File: src/rtl/pfq_pkg.sv
package pfq_pkg;

   typedef enum logic [1:0] {
      ST_IDLE   = 2'd0,
      ST_MATCH  = 2'd1,
      ST_SQUASH = 2'd2,
      ST_ISSUE  = 2'd3
   } pfq_state_e;

   typedef enum logic [2:0] {
      OP_NONE         = 3'd0,
      OP_APPEND       = 3'd1,
      OP_EVICT_APPEND = 3'd2,
      OP_DELETE       = 3'd3,
      OP_DROP_TAIL    = 3'd4
   } pfq_op_e;

   localparam int NSTAT        = 6;
   localparam int STAT_IDENT   = 0;
   localparam int STAT_DUPQ    = 1;
   localparam int STAT_EVICT   = 2;
   localparam int STAT_MISSRM  = 3;
   localparam int STAT_ISSUED  = 4;
   localparam int STAT_SQUASH  = 5;

endpackage

File: src/rtl/pfq_match.sv
module pfq_match #(
   parameter int DEPTH = 8,
   parameter int AW    = 32,
   localparam int IW   = (DEPTH > 1) ? $clog2(DEPTH) : 1
) (
   input  logic [AW-1:0]    tags [DEPTH],
   input  logic [DEPTH-1:0] live,
   input  logic [AW-1:0]    key,
   output logic             hit,
   output logic [IW-1:0]    hit_idx
);

   logic [DEPTH-1:0] eq;

   for (genvar g = 0; g < DEPTH; g++) begin : g_cmp
      assign eq[g] = live[g] && (tags[g] == key);
   end

   assign hit = |eq;

   always_comb begin
      hit_idx = '0;
      for (int i = DEPTH - 1; i >= 0; i--) begin
         if (eq[i]) hit_idx = IW'(i);
      end
   end

endmodule

File: src/rtl/pfq_store.sv
module pfq_store
   import pfq_pkg::*;
#(
   parameter int DEPTH = 8,
   parameter int AW    = 32,
   parameter int TW    = 16,
   localparam int IW   = (DEPTH > 1) ? $clog2(DEPTH) : 1,
   localparam int CW   = $clog2(DEPTH + 1)
) (
   input  logic          clk,
   input  logic          rst_n,
   input  pfq_op_e       op,
   input  logic [IW-1:0] op_idx,
   input  logic [AW-1:0] wr_addr,
   input  logic [TW-1:0] wr_time,
   input  logic [AW-1:0] cmp_key,
   output logic [CW-1:0] count,
   output logic [AW-1:0] head_addr,
   output logic [TW-1:0] head_time,
   output logic [TW-1:0] tail_time,
   output logic          hit,
   output logic [IW-1:0] hit_idx
);

   logic [AW-1:0]    addr_q [DEPTH];
   logic [TW-1:0]    time_q [DEPTH];
   logic [DEPTH-1:0] live;
   logic [IW-1:0]    wr_idx;
   logic [IW-1:0]    tail_idx;

   assign wr_idx   = IW'(count);
   assign tail_idx = IW'(count - 1'b1);

   for (genvar g = 0; g < DEPTH; g++) begin : g_slot
      logic [AW-1:0] up_addr;
      logic [TW-1:0] up_time;

      if (g == DEPTH - 1) begin : g_last
         assign up_addr = wr_addr;
         assign up_time = wr_time;
      end else begin : g_mid
         assign up_addr = addr_q[g+1];
         assign up_time = time_q[g+1];
      end

      assign live[g] = CW'(g) < count;

      always_ff @(posedge clk or negedge rst_n) begin
         if (!rst_n) begin
            addr_q[g] <= '0;
            time_q[g] <= '0;
         end else begin
            case (op)
               OP_APPEND: begin
                  if (wr_idx == IW'(g)) begin
                     addr_q[g] <= wr_addr;
                     time_q[g] <= wr_time;
                  end
               end
               OP_EVICT_APPEND: begin
                  addr_q[g] <= up_addr;
                  time_q[g] <= up_time;
               end
               OP_DELETE: begin
                  if ((IW'(g) >= op_idx) && (g < DEPTH - 1)) begin
                     addr_q[g] <= up_addr;
                     time_q[g] <= up_time;
                  end
               end
               default: ;
            endcase
         end
      end
   end

   always_ff @(posedge clk or negedge rst_n) begin
      if (!rst_n) begin
         count <= '0;
      end else begin
         case (op)
            OP_APPEND:                count <= count + 1'b1;
            OP_DELETE, OP_DROP_TAIL:  count <= count - 1'b1;
            default: ;
         endcase
      end
   end

   assign head_addr = addr_q[0];
   assign head_time = time_q[0];
   assign tail_time = time_q[tail_idx];

   pfq_match #(
      .DEPTH (DEPTH),
      .AW    (AW)
   ) u_match (
      .tags    (addr_q),
      .live    (live),
      .key     (cmp_key),
      .hit     (hit),
      .hit_idx (hit_idx)
   );

endmodule

File: src/rtl/pfq_stats.sv
module pfq_stats #(
   parameter int N     = 6,
   parameter int CNT_W = 16
) (
   input  logic             clk,
   input  logic             rst_n,
   input  logic [N-1:0]     inc,
   output logic [CNT_W-1:0] cnt [N]
);

   for (genvar g = 0; g < N; g++) begin : g_cnt
      always_ff @(posedge clk or negedge rst_n) begin
         if (!rst_n)      cnt[g] <= '0;
         else if (inc[g]) cnt[g] <= cnt[g] + 1'b1;
      end
   end

endmodule

File: src/rtl/pfq_ctrl.sv
module pfq_ctrl
   import pfq_pkg::*;
#(
   parameter int DEPTH           = 8,
   parameter int AW              = 32,
   parameter int TW              = 16,
   parameter int DLW             = 8,
   parameter int OFF             = 6,
   parameter bit SERIAL_SQUASH   = 1'b1,
   parameter bit CHECK_AT_INSERT = 1'b0,
   parameter bit DATA_ONLY       = 1'b1,
   localparam int IW             = (DEPTH > 1) ? $clog2(DEPTH) : 1,
   localparam int CW             = $clog2(DEPTH + 1)
) (
   input  logic             clk,
   input  logic             rst_n,
   input  logic             miss_valid,
   output logic             miss_ready,
   input  logic [AW-1:0]    miss_addr,
   input  logic [TW-1:0]    miss_time,
   input  logic             miss_uncached,
   input  logic             miss_ifetch,
   input  logic             cand_valid,
   output logic             cand_ready,
   input  logic [AW-1:0]    cand_addr,
   input  logic [DLW-1:0]   cand_delay,
   output logic [AW-1:0]    cl_addr,
   input  logic             cl_hit,
   output logic [AW-1:0]    mq_addr,
   input  logic             mq_hit,
   input  logic             iss_req,
   output logic             iss_ready,
   output logic             rsp_valid,
   output logic             rsp_found,
   output logic [AW-1:0]    rsp_addr,
   output logic [TW-1:0]    rsp_time,
   output logic             breq,
   output logic [TW-1:0]    breq_time,
   output pfq_op_e          op,
   output logic [IW-1:0]    op_idx,
   output logic [AW-1:0]    wr_addr,
   output logic [TW-1:0]    wr_time,
   output logic [AW-1:0]    cmp_key,
   input  logic [CW-1:0]    count,
   input  logic [AW-1:0]    head_addr,
   input  logic [TW-1:0]    head_time,
   input  logic [TW-1:0]    tail_time,
   input  logic             hit,
   input  logic [IW-1:0]    hit_idx,
   output logic [NSTAT-1:0] stat_inc
);

   localparam logic [AW-1:0] BLK_MASK = {AW{1'b1}} << OFF;

   pfq_state_e    st, st_n;
   logic [AW-1:0] mblk_q;
   logic [TW-1:0] mtime_q;
   logic [TW-1:0] ltime_q;
   logic [AW-1:0] miss_blk, cand_blk;
   logic [TW-1:0] cand_time;
   logic          idle, empty, full;
   logic          miss_take, miss_ok, cand_take, iss_take;
   logic          drop_at_insert, skip_at_issue;
   logic          inserting, removing;

   assign miss_blk  = miss_addr & BLK_MASK;
   assign cand_blk  = cand_addr & BLK_MASK;
   assign cand_time = ltime_q + TW'(cand_delay);
   assign idle      = (st == ST_IDLE);
   assign empty     = (count == '0);
   assign full      = (count == CW'(DEPTH));

   assign miss_ready = idle;
   assign cand_ready = idle && !miss_valid;
   assign iss_ready  = idle && !miss_valid && !cand_valid;

   assign miss_take = miss_valid && miss_ready;
   assign cand_take = cand_valid && cand_ready;
   assign iss_take  = iss_req && iss_ready;

   if (DATA_ONLY) begin : g_data_only
      assign miss_ok = !miss_uncached && !miss_ifetch;
   end else begin : g_all_misses
      assign miss_ok = !miss_uncached;
   end

   if (CHECK_AT_INSERT) begin : g_chk_insert
      assign drop_at_insert = cl_hit;
      assign skip_at_issue  = 1'b0;
   end else begin : g_chk_issue
      assign drop_at_insert = 1'b0;
      assign skip_at_issue  = cl_hit;
   end

   assign cmp_key   = (st == ST_MATCH) ? mblk_q : cand_blk;
   assign cl_addr   = (st == ST_ISSUE) ? head_addr : cand_blk;
   assign mq_addr   = cand_blk;
   assign wr_addr   = cand_blk;
   assign wr_time   = cand_time;
   assign rsp_addr  = head_addr;
   assign rsp_time  = head_time;

   always_comb begin
      st_n      = st;
      op        = OP_NONE;
      op_idx    = '0;
      stat_inc  = '0;
      rsp_valid = 1'b0;
      rsp_found = 1'b0;
      case (st)
         ST_IDLE: begin
            if (miss_take) begin
               if (miss_ok) st_n = ST_MATCH;
            end else if (cand_take) begin
               stat_inc[STAT_IDENT] = 1'b1;
               if (drop_at_insert || mq_hit) begin
                  op = OP_NONE;
               end else if (hit) begin
                  stat_inc[STAT_DUPQ] = 1'b1;
               end else if (full) begin
                  op = OP_EVICT_APPEND;
                  stat_inc[STAT_EVICT] = 1'b1;
               end else begin
                  op = OP_APPEND;
               end
            end else if (iss_take) begin
               st_n = ST_ISSUE;
            end
         end
         ST_MATCH: begin
            if (hit) begin
               op     = OP_DELETE;
               op_idx = hit_idx;
               stat_inc[STAT_MISSRM] = 1'b1;
            end
            st_n = SERIAL_SQUASH ? ST_SQUASH : ST_IDLE;
         end
         ST_SQUASH: begin
            if (!empty && (tail_time >= mtime_q)) begin
               op = OP_DROP_TAIL;
               stat_inc[STAT_SQUASH] = 1'b1;
            end else begin
               st_n = ST_IDLE;
            end
         end
         ST_ISSUE: begin
            if (empty) begin
               rsp_valid = 1'b1;
               st_n      = ST_IDLE;
            end else begin
               op = OP_DELETE;
               if (!skip_at_issue) begin
                  rsp_valid = 1'b1;
                  rsp_found = 1'b1;
                  stat_inc[STAT_ISSUED] = 1'b1;
                  st_n = ST_IDLE;
               end
            end
         end
         default: st_n = ST_IDLE;
      endcase
   end

   assign inserting = (op == OP_APPEND) || (op == OP_EVICT_APPEND);
   assign removing  = (op == OP_DELETE) || (op == OP_DROP_TAIL);

   always_ff @(posedge clk or negedge rst_n) begin
      if (!rst_n) begin
         st        <= ST_IDLE;
         mblk_q    <= '0;
         mtime_q   <= '0;
         ltime_q   <= '0;
         breq      <= 1'b0;
         breq_time <= '0;
      end else begin
         st <= st_n;
         if (miss_take && miss_ok) begin
            mblk_q  <= miss_blk;
            mtime_q <= miss_time;
            ltime_q <= miss_time;
         end
         if (inserting) begin
            breq      <= 1'b1;
            breq_time <= cand_time;
         end else if (removing && (count == CW'(1))) begin
            breq <= 1'b0;
         end
      end
   end

endmodule

File: src/rtl/pf_cand_queue.sv
module pf_cand_queue
   import pfq_pkg::*;
#(
   parameter int DEPTH           = 8,
   parameter int AW              = 32,
   parameter int TW              = 16,
   parameter int DLW             = 8,
   parameter int BLK_BYTES       = 64,
   parameter int CNT_W           = 16,
   parameter bit SERIAL_SQUASH   = 1'b1,
   parameter bit CHECK_AT_INSERT = 1'b0,
   parameter bit DATA_ONLY       = 1'b1
) (
   input  logic             clk,
   input  logic             rst_n,
   input  logic             miss_valid,
   output logic             miss_ready,
   input  logic [AW-1:0]    miss_addr,
   input  logic [TW-1:0]    miss_time,
   input  logic             miss_uncached,
   input  logic             miss_ifetch,
   input  logic             cand_valid,
   output logic             cand_ready,
   input  logic [AW-1:0]    cand_addr,
   input  logic [DLW-1:0]   cand_delay,
   output logic [AW-1:0]    cl_addr,
   input  logic             cl_hit,
   output logic [AW-1:0]    mq_addr,
   input  logic             mq_hit,
   input  logic             iss_req,
   output logic             iss_ready,
   output logic             rsp_valid,
   output logic             rsp_found,
   output logic [AW-1:0]    rsp_addr,
   output logic [TW-1:0]    rsp_time,
   output logic             breq,
   output logic [TW-1:0]    breq_time,
   output logic [CNT_W-1:0] cnt_ident,
   output logic [CNT_W-1:0] cnt_dupq,
   output logic [CNT_W-1:0] cnt_evict,
   output logic [CNT_W-1:0] cnt_missrm,
   output logic [CNT_W-1:0] cnt_issued,
   output logic [CNT_W-1:0] cnt_squash
);

   localparam int OFF = $clog2(BLK_BYTES);
   localparam int IW  = (DEPTH > 1) ? $clog2(DEPTH) : 1;
   localparam int CW  = $clog2(DEPTH + 1);

   if (DEPTH < 2) begin : g_bad_depth
      $error("pf_cand_queue: DEPTH must be at least 2");
   end
   if ((BLK_BYTES < 2) || ((BLK_BYTES & (BLK_BYTES - 1)) != 0)) begin : g_bad_blk
      $error("pf_cand_queue: BLK_BYTES must be a power of two of at least 2");
   end
   if (OFF >= AW) begin : g_bad_aw
      $error("pf_cand_queue: AW too small for BLK_BYTES");
   end
   if (DLW > TW) begin : g_bad_dlw
      $error("pf_cand_queue: DLW must not exceed TW");
   end

   pfq_op_e          op;
   logic [IW-1:0]    op_idx;
   logic [AW-1:0]    wr_addr;
   logic [TW-1:0]    wr_time;
   logic [AW-1:0]    cmp_key;
   logic [CW-1:0]    count;
   logic [AW-1:0]    head_addr;
   logic [TW-1:0]    head_time;
   logic [TW-1:0]    tail_time;
   logic             hit;
   logic [IW-1:0]    hit_idx;
   logic [NSTAT-1:0] stat_inc;
   logic [CNT_W-1:0] stat_cnt [NSTAT];

   pfq_ctrl #(
      .DEPTH           (DEPTH),
      .AW              (AW),
      .TW              (TW),
      .DLW             (DLW),
      .OFF             (OFF),
      .SERIAL_SQUASH   (SERIAL_SQUASH),
      .CHECK_AT_INSERT (CHECK_AT_INSERT),
      .DATA_ONLY       (DATA_ONLY)
   ) u_ctrl (
      .clk           (clk),
      .rst_n         (rst_n),
      .miss_valid    (miss_valid),
      .miss_ready    (miss_ready),
      .miss_addr     (miss_addr),
      .miss_time     (miss_time),
      .miss_uncached (miss_uncached),
      .miss_ifetch   (miss_ifetch),
      .cand_valid    (cand_valid),
      .cand_ready    (cand_ready),
      .cand_addr     (cand_addr),
      .cand_delay    (cand_delay),
      .cl_addr       (cl_addr),
      .cl_hit        (cl_hit),
      .mq_addr       (mq_addr),
      .mq_hit        (mq_hit),
      .iss_req       (iss_req),
      .iss_ready     (iss_ready),
      .rsp_valid     (rsp_valid),
      .rsp_found     (rsp_found),
      .rsp_addr      (rsp_addr),
      .rsp_time      (rsp_time),
      .breq          (breq),
      .breq_time     (breq_time),
      .op            (op),
      .op_idx        (op_idx),
      .wr_addr       (wr_addr),
      .wr_time       (wr_time),
      .cmp_key       (cmp_key),
      .count         (count),
      .head_addr     (head_addr),
      .head_time     (head_time),
      .tail_time     (tail_time),
      .hit           (hit),
      .hit_idx       (hit_idx),
      .stat_inc      (stat_inc)
   );

   pfq_store #(
      .DEPTH (DEPTH),
      .AW    (AW),
      .TW    (TW)
   ) u_store (
      .clk       (clk),
      .rst_n     (rst_n),
      .op        (op),
      .op_idx    (op_idx),
      .wr_addr   (wr_addr),
      .wr_time   (wr_time),
      .cmp_key   (cmp_key),
      .count     (count),
      .head_addr (head_addr),
      .head_time (head_time),
      .tail_time (tail_time),
      .hit       (hit),
      .hit_idx   (hit_idx)
   );

   pfq_stats #(
      .N     (NSTAT),
      .CNT_W (CNT_W)
   ) u_stats (
      .clk   (clk),
      .rst_n (rst_n),
      .inc   (stat_inc),
      .cnt   (stat_cnt)
   );

   assign cnt_ident  = stat_cnt[STAT_IDENT];
   assign cnt_dupq   = stat_cnt[STAT_DUPQ];
   assign cnt_evict  = stat_cnt[STAT_EVICT];
   assign cnt_missrm = stat_cnt[STAT_MISSRM];
   assign cnt_issued = stat_cnt[STAT_ISSUED];
   assign cnt_squash = stat_cnt[STAT_SQUASH];

endmodule

File: config.mk
export PLATFORM = sky130hd
export DESIGN_NAME = pf_cand_queue
export DESIGN_NICKNAME = d
export VERILOG_FILES = /design/src/rtl/pfq_pkg.sv /design/src/rtl/pfq_match.sv /design/src/rtl/pfq_store.sv /design/src/rtl/pfq_stats.sv /design/src/rtl/pfq_ctrl.sv /design/src/rtl/pf_cand_queue.sv
export SDC_FILE = /design/constraint.sdc
export NUM_CORES = 1
export LEC_CHECK = 0
export CORE_UTILIZATION = 32
export DETAILED_ROUTE_END_ITERATION = 10
export GPL_TIMING_DRIVEN = 1
export PLACE_DENSITY = 0.57
export SYNTH_ARGS = -nofsm -noshare
export SYNTH_HDL_FRONTEND = slang
export SYNTH_HIERARCHICAL = 1
export SYNTH_SLANG_ARGS = --single-unit
File: constraint.sdc
create_clock -name clk -period 12 [get_ports clk]
set_clock_uncertainty 0.1 [all_clocks]
set_input_delay 2.4 -clock clk [delete_from_list [all_inputs] [get_ports clk]]
set_output_delay 2.4 -clock clk [all_outputs]
set_load 0.1 [all_outputs]
==> run metrics, run 1 <==
status finished clean; #FFs+latches synth about 550; first-pass GRT wire length between 100000 and 150000 um; Post-synth EDFFs 0; Avg Cell Area, Syn about 12 um^2; flop2flop setup slack roughly 3.5 ns; Core ar. about 0.10 mm^2; worst-margin pin slew approximately 1.1 ns; sequential fraction of the synthesis area 42.3%; Hold Buf Count CTS 0; Final Instance Count excl. Fillers 4089; nature of the critical path startpoint primary input; CTS root buffer clkbuf_16; WL per Instance 22.4 um; Slew HR 23.1%; max-slew violations 0; Placer Congestion 0.879; number of port buffers ~310; setup TNS 0 ns; Post-CTS Setup Inserts 0; Net Sw Frac 44.0%; Syn-to-layout area delta 16.7%; Tcrit/Tclk final between 70 and 80%; clk_lat worst skew between 0.6 and 0.7 ns; io pins approximately 330; vias in the first global route about 21k; CP Class primary input to flip-flop; Cells after Synth about 2.6k; Core Rows approximately 120; met3 GRT Util roughly 2.4%; Detailed Routing Iterations Pass 1 5; minimum clock period approximately 9.3 ns; ys async rst share between 90% and 100%; drt drc 0; Comb power frac a little over half; RSZ-0062 raised after global routing false; Final setup viols 0; Initial Utilization 32.3%; NumNets Final approximately 2.9k; Final Hold Fails 0; Num CTS Buffers between 60 and 70; Vias 20.6k; Die Width around 320 um; initial drt markers 1188; gr busiest metal met2; Clk pwr share approximately 17%; Pint between 6000 and 7000 uW; synth warn 6; initial antenna violation count 7; Max FO, Critical Path a little over 40; largest net degree at the start of global routing between 150 and 200; # H-tree levels 2; count of different cell masters after synthesis slightly below 80; Critical Path RT ~12 ns; max_cap viols 0; Hold Path Class flip-flop to flip-flop; Clock Path Buffers 3; Worst VDD drop 0.139 mV; most frequent cells in the layout 819 x mux2_2, 544 x dfrtp_1, 307 x clkdlybuf4s50_1; Die Y 319 um; Primary FF master, synth dfrtp_1; routing usage on met2 between 20 and 30%; power per cell area about 300 mW/mm^2; clock sink total 545; Leak around 0.015 uW; Worst Setup End Kind flip-flop; total chip power between 10000 and 15000 uW; Post-Route WL 91600 um; placed insts roughly 4.0k; GRT Util Overall between 10% and 20%; M1 GR Usage 25.0%; mean number of vias per cell about 5.0; Mapped Area ~0.032 mm^2; post-CTS sizing 0; Reg clk slew, reported paths around 0.07 ns; sequential power share 30.6%; Detail Placement HPWL roughly 63000 um; total grt overflow 0; FILL cells 9716; share of layout cells above drive strength 1 a little over a third; CTS tree built; Net Sw Power a little under 5000 uW; Antenna Nets Post-Route 0; Fmax between 100 and 150 MHz; Worst EP arrival just under 10 ns; die area 0.102 mm^2; leading cell type in the layout, fill and taps excluded mux2_2
per-layer routing:
metal / share of wire (%) / routed length, um
met1: 47 / 43000
met2: 46 / 42500
met3: 4.1 / 3800
met4: 2.5 / 2250
met5: 0.012 / 11
cells by family (layout without fill, tap and decap cells):
| family | count (synthesis) | after routing | synth area share, % |
|---|---|---|---|
| muxes | 875 | 875 | 31.7 |
| adders and majority gates | 40 | 40 | 1.58 |
| other | 1 | 21 | 0.0116 |
| buffers and inverters | 301 | 478 | 5.88 |
| DFF | 545 | 545 | 42.3 |
| and+or+nand+nor | 377 | 377 | 6.55 |
| xor gates and xnor gates | 361 | 361 | 9.86 |
| AOI/OAI and AO/OA | 94 | 94 | 2.08 |
power groups by stage:
stage / Combinational (uW) / Sequential, uW / Clock [uW]
6_report: 5750 / 3380 / 1910
5_1_grt: 6090 / 3510 / 2030
4_1_cts: 5780 / 3380 / 1970
3_5_place_dp: 5760 / 3410 / 0
3_3_place_gp: 5740 / 3400 / 0
2_1_floorplan: 4140 / 3480 / 0
stage by stage:
step / setup slack [ns] / cell area, um^2 / util (%) / hold WS [ns]
floorplan: 4.14 / 32300 / - / 0.374
global placement: 1.95 / 35600 / 35.7 / 0.361
detailed placement: 1.98 / 35600 / 35.7 / 0.366
CTS: 2.67 / 37600 / 37.6 / 0.376
global route: 2.37 / 37600 / 37.6 / 0.384
finish: 2.71 / 37600 / 37.7 / 0.370
final timing paths:
path                                        startpoint  cells past startpoint                                        end
min reg2reg                u_stats/cnt[31]$_DFFE_PN0P_                      1                u_stats/cnt[31]$_DFFE_PN0P_
max reg2reg                   u_ctrl/st[0]$_DFFE_PN0P_                     22  u_store/g_slot[4].up_addr[22]$_DFFE_PN0P_
min in group asynchronous                        rst_n                      1              u_ctrl/mblk_q[13]$_DFFE_PN0P_
max                                      cand_addr[26]                     19  u_store/g_slot[4].up_addr[22]$_DFFE_PN0P_
min                        u_stats/cnt[31]$_DFFE_PN0P_                      1                u_stats/cnt[31]$_DFFE_PN0P_
max in group asynchronous                        rst_n                      3               u_store/count[0]$_DFFE_PN0P_
cell type report:
class	instances	area, um^2	share of cell area, %
Antenna cell	3	7.51	0.0200
Clock buffer	93	1780	4.73
Clock inverter	10	201	0.536
Inverter	35	131	0.349
Multi-Input combinational cell	1765	16800	44.7
Sequential cell	545	13600	36.3
Tap cell	1298	1620	4.32
Timing Repair Buffer	340	3400	9.05
flip-flops by register name (all words and copies together), names as in the netlist:
signal / flops
u_ctrl/mblk_q: 26
u_stats/cnt: 96
u_ctrl/ltime_q: 16
u_store/head_addr: 32
u_store/head_time: 16
u_store/g_slot.up_time: 112
u_store/count: 4
u_ctrl/st: 2
u_store/g_slot.up_addr: 224
u_ctrl/breq_time: 16
u_ctrl/breq: 1
worst max-delay path, stage by stage:
cell,delay (ns)
clkdlybuf4s50_1,0.69
mux2_2,0.52
xnor2_1,0.57
nand4_1,0.22
nor4_1,0.57
nand4_1,0.15
or4_4,0.57
o41ai_2,0.10
or3_1,0.46
nor2_1,0.12
nand3_1,0.10
buf_4,0.29
o21ai_0,0.23
o21ai_0,0.14
nand2_1,0.40
and4b_4,0.42
a211oi_4,0.53
buf_4,0.74
mux2_2,0.42
cells in the mapped netlist, types with 32 or more instances:
cell / number / area (um^2)
ha_1: 39 / 488
mux2_2: 819 / 9220
mux4_2: 32 / 721
buf_2: 91 / 455
nand4_1: 76 / 475
xnor2_1: 254 / 2220
nand2_1: 68 / 255
nor2_1: 48 / 180
buf_4: 141 / 1060
nand3_1: 52 / 260
dfrtp_1: 545 / 13600
inv_1: 35 / 131
xor2_1: 105 / 920
No activity file was read; power rests on OpenSTA's default activity.
==> run 2, diff against run 1 <==
==> constraint.sdc (replaced) <==
create_clock -name clk -period 9.61 [get_ports clk]
set_clock_uncertainty 0.1 [all_clocks]
set_input_delay 1.922 -clock clk [delete_from_list [all_inputs] [get_ports clk]]
set_output_delay 1.922 -clock clk [all_outputs]
set_load 0.1 [all_outputs]
==> run 2 against run 1 <==
  * Critical path type unchanged
  * Non-clock buffer count increased by 11
  * Largest cell class unchanged
  * Cell count increased by 0.46%
  * Sequential power increased by 25%
==> run metrics, run 2 (synthesis gave the netlist of run 1 again) <==
nature of the critical path startpoint primary input (unchanged); dpl ws 1.14 ns (was 1.98 ns); drt drc 0 (unchanged); GRT Util Overall 17.9% (was 17.8%); Vias 20.9k (was 20.6k); die area 0.102 mm^2 (unchanged); Met1 Wirelength 43400 um (was 43000 um); Num CTS Buffers 61 (unchanged); power per cell area 367 mW/mm^2 (was 293 mW/mm^2); Crit path largest cell delay 0.62 ns (was 0.74 ns); Detailed Routing Iterations Pass 1 5 (unchanged); Final Hold Fails 0 (unchanged); vias in the first global route 21.1k (was 20.8k); Core ar. 0.0999 mm^2 (unchanged); post-CTS sizing 0 (unchanged); Clock Path Buffers 3 (unchanged); io pins 327 (unchanged); Critical R2R Launch u_ctrl/st[0]$_DFFE_PN0P_ (unchanged); Critical Path RT 10.05 ns (was 12.42 ns); CTS tree built (unchanged); most frequent cells in the layout 819 x mux2_2, 544 x dfrtp_1, 307 x clkdlybuf4s50_1 (unchanged); fin area 0.0379 mm^2 (was 0.0376 mm^2); Final setup viols 0 (unchanged); Crit Reg-Reg Endpoint u_store/g_slot[5].up_addr[19]$_DFFE_PN0P_ (was u_store/g_slot[4].up_addr[22]$_DFFE_PN0P_); Area after DPL 0.0358 mm^2 (was 0.0356 mm^2); Worst Path Buf+Inv 3 (unchanged); leading cell type in the layout, fill and taps excluded mux2_2 (unchanged); worst-margin pin slew 1.15 ns (about the same); flop2flop setup slack 2.40 ns (was 3.47 ns); Worst VDD drop 0.193 mV (was 0.139 mV); Leak 0.0151 uW (was 0.0150 uW); number of port buffers 308 (unchanged); status finished clean (unchanged); FF-to-FF path depth 17 (was 22); mean number of vias per cell 5.08 (was 5.04); CTS root buffer clkbuf_16 (unchanged); share of layout cells above drive strength 1 36.9% (was 36.0%); NumNets Final 2896 (was 2885); Worst EP arrival 8.30 ns (was 9.71 ns); # H-tree levels 2 (unchanged); FILL cells 9705 (was 9716); clk_lat worst skew 0.66 ns (about the same); crit path cell chain clkdlybuf4s50_1 > mux2_2 > xnor2_1 > nand4_1 > nor4_1 > nand4_1 > or4_4 > o41ai_2 > or3_1 > nand2_1 > o21ai_1 > buf_4 > nor2b_4 > buf_12 > mux2_2 > mux2_1 (was clkdlybuf4s50_1 > mux2_2 > xnor2_1 > nand4_1 > nor4_1 > nand4_1 > or4_4 > o41ai_2 > or3_1 > nor2_1 > nand3_1 > buf_4 > o21ai_0 > o21ai_0 > nand2_1 > and4b_4 > a211oi_4 > buf_4 > mux2_2); Final WS setup 1.75 ns (was 2.71 ns); Max FO, Critical Path 111 (was 41); critical path's slowest cell xnor2_1 (was buf_4); RSZ-0062 raised after global routing false (unchanged); minimum clock period between 7 and 8 ns; Worst Setup End Kind flip-flop (unchanged); Detail Placement HPWL 63800 um (was 63100 um); routed wl met2 42400 um (was 42500 um); Hold EP u_stats/cnt[47]$_DFFE_PN0P_ (was u_stats/cnt[31]$_DFFE_PN0P_); Die Width 319 um (unchanged); crit-path leading delay family simple AND/OR/NAND/NOR gates (unchanged); total grt overflow 0 (unchanged); Initial Utilization 32.3% (unchanged); setup TNS 0 ns (unchanged); Syn-to-layout area delta 17.7% (was 16.7%); Hold Path Class flip-flop to flip-flop (unchanged); Hold Path Origin u_stats/cnt[47]$_DFFE_PN0P_ (was u_stats/cnt[31]$_DFFE_PN0P_); first-pass GRT wire length 139000 um (was 138000 um); Top Layer Used met4 (was met5); hold depth 1 (unchanged); routed wl met3 3610 um (was 3800 um); largest net degree at the start of global routing 143 (was 163); Reg clk slew, reported paths 0.06 ns (was 0.07 ns); initial antenna violation count 4 (was 7); Slew HR 23.0% (was 23.1%); Antenna Nets Post-Route 0 (unchanged); Post-CTS Setup Inserts 0 (unchanged); Fmax 127 MHz; Tcrit/Tclk final between 80% and 90%; clock sink total 545 (unchanged); Hold Buf Count CTS 0 (unchanged); max-slew violations 0 (unchanged); WL per Instance 22.4 um (about the same); Die Y 319 um (unchanged); Post-Route WL 91900 um (was 91600 um); max FFs per register 224 (unchanged); Placer Congestion 0.900 (was 0.879); CP Class primary input to flip-flop (unchanged); Core Rows 116 (unchanged); initial drt markers 1312 (was 1188); max_cap viols 0 (unchanged)
## run 2: cell count changes in the layout (fill, tap and decap cells not counted), sizes merged
cell and change:
clkinv +13, bufinv -1, clkbuf -4, clkinvlp +2, buf +11, diode -2
## run 2: per-layer routing
metal | GRT usage [%] | vias up
li1 | - | 9531
met1 | 25.3 | 10800
met2 | 28.5 | 453
met3 | 2.40 | 120
met4 | 5.07 | 0
met5 | 0 | -
## run 2: where the power goes
group / switching [uW] / internal [uW] / leakage (uW)
Combinational: 4180 / 3060 / 0.00736
Clock: 1010 / 1430 / 0.00104
Sequential: 923 / 3290 / 0.00672
Total: 6110 / 7780 / 0.0151
## run 2: worst register-to-register path, delay by kind of cell, from the launching register on
family                 cells  cell delay (ns)
buffers and inverters      3             0.85
flip-flops                 1             0.34
AO/OA/AOI/OAI              2             0.26
multiplexers               3             1.43
AND/OR/NAND/NOR            8             3.50
XOR/XNOR                   1             0.62
## run 2: final cells by class
| type | count | area (um^2) | area share [%] |
|---|---|---|---|
| clock inverter | 24 | 263 | 0.693 |
| multi-input combinational | 1765 | 16800 | 44.4 |
| inverter | 35 | 131 | 0.347 |
| clock buffer | 89 | 1830 | 4.84 |
| timing repair buffer | 351 | 3600 | 9.49 |
| sequential | 545 | 13600 | 36.0 |
| tap | 1298 | 1620 | 4.28 |
| antenna | 1 | 2.50 | 0.00660 |
## run 2: worst max-delay path by stage
stage | cells after the start | slack [ns] | startpoint | end
after CTS | 16 | 1.82 | cand_addr[18] | u_store/g_slot[1].up_time[6]$_DFFE_PN0P_
after floorplan | 1 | 2.71 | miss_valid | iss_ready
after global placement | 16 | 1.14 | cand_addr[18] | u_store/head_time[2]$_DFFE_PN0P_
after detailed placement | 16 | 1.14 | cand_addr[18] | u_store/head_time[3]$_DFFE_PN0P_
final | 16 | 1.75 | cand_addr[18] | u_store/g_slot[5].up_addr[19]$_DFFE_PN0P_
after global routing | 16 | 1.58 | cand_addr[18] | u_store/head_time[3]$_DFFE_PN0P_
## run 2: stage by stage
step           hold slack [ns]  util [%]  total power [uW]  instances
6_report                 0.373      38.0             13900       4108
3_3_place_gp             0.361      35.9             11400       3994
5_1_grt                  0.385      38.0             14600       4107
2_1_floorplan            0.374         -              9520       2611
4_1_cts                  0.379      38.0             14000       4107
3_5_place_dp             0.367      35.9             11500       3994
==> run 3, diff against run 2 <==
--- a/config.mk
+++ b/config.mk
@@ -8,7 +8,7 @@
 export CORE_UTILIZATION = 32
 export DETAILED_ROUTE_END_ITERATION = 10
 export GPL_TIMING_DRIVEN = 1
-export PLACE_DENSITY = 0.57
+export PLACE_DENSITY = 0.59
 export SYNTH_ARGS = -nofsm -noshare
 export SYNTH_HDL_FRONTEND = slang
 export SYNTH_HIERARCHICAL = 1
==> constraint.sdc (replaced) <==
create_clock -name clk -period 6.4 [get_ports clk]
set_clock_uncertainty 0.1 [all_clocks]
set_input_delay 1.28 -clock clk [delete_from_list [all_inputs] [get_ports clk]]
set_output_delay 1.28 -clock clk [all_outputs]
set_load 0.1 [all_outputs]
==> run 3 against run 2 <==
  * Global-route usage increased by 0.47 points
  * Clock power is 61% higher
  * Sequential cell count unchanged
  * Hold slack worse by 0.0076 ns
  * Critical path type unchanged
  * Largest cell class unchanged
  * Largest power group unchanged
==> run metrics, run 3 (synthesis gave the netlist of run 1 again) <==
Vias 21.2k (was 20.9k); Final setup viols 0 (unchanged); Final WS setup 0.670 ns (was 1.75 ns); share of layout cells above drive strength 1 39.9% (was 36.9%); max_cap viols 0 (unchanged); dpl ws 0.0285 ns (was 1.14 ns); die area 0.102 mm^2 (unchanged); clk_lat worst skew 0.63 ns (was 0.66 ns); first-pass GRT wire length 142000 um (was 139000 um); post-CTS sizing 0 (unchanged); Fmax approximately 170 MHz; Die Width 319 um (unchanged); FILL cells 9581 (was 9705); number of port buffers 308 (unchanged); max FFs per register 224 (unchanged); leading cell type in the layout, fill and taps excluded mux2_2 (unchanged); setup TNS 0 ns (unchanged); minimum clock period roughly 5.7 ns; status finished clean (unchanged); max-slew violations 0 (unchanged); WL per Instance 22.2 um (was 22.4 um); nature of the critical path startpoint primary input (unchanged); Core ar. 0.0999 mm^2 (unchanged); Syn-to-layout area delta 22.3% (was 17.7%); Initial Utilization 32.3% (unchanged); Core Rows 116 (unchanged); Hold Buf Count CTS 0 (unchanged); drt drc 0 (unchanged); Tcrit/Tclk final roughly nine tenths; largest net degree at the start of global routing 138 (was 143); most frequent cells in the layout 819 x mux2_2, 544 x dfrtp_1, 305 x clkdlybuf4s50_1 (was 819 x mux2_2, 544 x dfrtp_1, 307 x clkdlybuf4s50_1); Worst Setup End Kind flip-flop (unchanged); Critical Path RT 6.80 ns (was 10.05 ns); Detailed Routing Iterations Pass 1 5 (unchanged); Num CTS Buffers 68 (was 61); CP Class primary input to flip-flop (unchanged); initial antenna violation count 3 (was 4); CTS root buffer clkbuf_16 (unchanged); Post-Route WL 94500 um (was 91900 um); fin util 39.4% (was 38.0%); Worst EP arrival 6.13 ns (was 8.30 ns); mean number of vias per cell 5.00 (was 5.08); vias in the first global route 21.6k (was 21.1k); Placer Congestion 0.937 (was 0.900); Post-CTS Setup Inserts 0 (unchanged); clock sink total 545 (unchanged); io pins 327 (unchanged); Max FO, Critical Path 11 (was 111); total grt overflow 0 (unchanged); initial drt markers 1375 (was 1312); Clock Path Buffers 3 (unchanged); NumNets Final 3038 (was 2896); Reg clk slew, reported paths 0.06 ns (about the same); Worst VDD drop 0.252 mV (was 0.193 mV); Hold Path Class flip-flop to flip-flop (unchanged); total chip power 21600 uW (was 13900 uW); Antenna Nets Post-Route 0 (unchanged); Detail Placement HPWL 67500 um (was 63800 um); power per cell area 548 mW/mm^2 (was 367 mW/mm^2); Leak 0.0159 uW (was 0.0151 uW); Slew HR 25.0% (was 23.0%); CTS tree built (unchanged); Final Hold Fails 0 (unchanged); RSZ-0062 raised after global routing false (unchanged); # H-tree levels 3 (was 2); GRT Util Overall 18.4% (was 17.9%); worst-margin pin slew 1.12 ns (was 1.15 ns); Die Y 319 um (unchanged)
run 3: cell count changes in the layout (fill, tap and decap cells not counted):
| cell | change |
|---|---|
| bufinv_16 | +1 |
| clkinv_4 | -3 |
| clkinv_8 | -1 |
| diode_2 | +1 |
| clkinv_2 | -4 |
| buf_12 | +27 |
| buf_4 | +110 |
| inv_6 | +4 |
| clkinvlp_4 | +1 |
| clkdlybuf4s50_1 | -2 |
| inv_16 | -1 |
| clkbuf_8 | -2 |
| clkbuf_16 | +7 |
run 3: final cells by class:
class | instances | area [um^2] | share of cell area (%)
sequential | 545 | 13600 | 34.6
multi-input combinational | 1765 | 16800 | 42.7
timing repair buffer | 486 | 4940 | 12.6
clock buffer | 94 | 1980 | 5.03
clock inverter | 21 | 253 | 0.642
antenna | 2 | 5.00 | 0.0127
tap | 1298 | 1620 | 4.12
inverter | 35 | 131 | 0.334
run 3: metrics by stage:
| step | cells | hold WS, ns | area, um^2 |
|---|---|---|---|
| 6_report | 4246 | 0.366 | 39400 |
| 5_1_grt | 4244 | 0.402 | 39400 |
| 4_1_cts | 4244 | 0.372 | 39400 |
| 3_5_place_dp | 4129 | 0.364 | 37200 |
| 3_3_place_gp | 4129 | 0.359 | 37200 |
| 2_1_floorplan | 2611 | 0.374 | 32300 |
run 3: power breakdown:
part           switching (uW)  internal (uW)
Combinational            6360           4950
Sequential               1390           4950
Clock                    1570           2360
run 3: final timing paths:
kind / end / start / cells past startpoint / slack (ns)
setup / recovery: u_store/g_slot[5].up_addr[11]$_DFFE_PN0P_ / cand_addr[26] / 22 / 0.67
hold / removal: u_stats/cnt[79]$_DFFE_PN0P_ / u_stats/cnt[79]$_DFFE_PN0P_ / 1 / 0.37
setup reg to reg: u_store/g_slot[5].up_addr[11]$_DFFE_PN0P_ / u_ctrl/st[0]$_DFFE_PN0P_ / 23 / 0.77
hold reg to reg: u_stats/cnt[79]$_DFFE_PN0P_ / u_stats/cnt[79]$_DFFE_PN0P_ / 1 / 0.37
max in group asynchronous: u_stats/cnt[93]$_DFFE_PN0P_ / rst_n / 2 / 4.23
min in group asynchronous: u_ctrl/mblk_q[10]$_DFFE_PN0P_ / rst_n / 1 / 0.63
run 3: routing by layer:
layer | GRT usage [%] | vias up | share of wire (%)
met1 | 25.9 | 10900 | 47
met5 | 0 | - | 0
met2 | 29.4 | 437 | 46
met3 | 2.33 | 102 | 3.9
met4 | 5.61 | 0 | 2.3
li1 | - | 9803 | -
run 3: critical path: stages:
cell,delay [ns]
clkdlybuf4s50_1,0.43
mux2_2,0.32
xnor2_1,0.19
buf_4,0.19
nand4_1,0.15
nor4_1,0.37
buf_4,0.19
nand4_1,0.09
or4_4,0.57
o41ai_2,0.08
or3_1,0.27
nor2_1,0.09
buf_4,0.13
nand3_1,0.09
o21ai_0,0.12
o21ai_0,0.12
nand2_1,0.11
and4b_4,0.24
a311oi_4,0.35
buf_12,0.20
buf_12,0.16
mux2_1,0.34
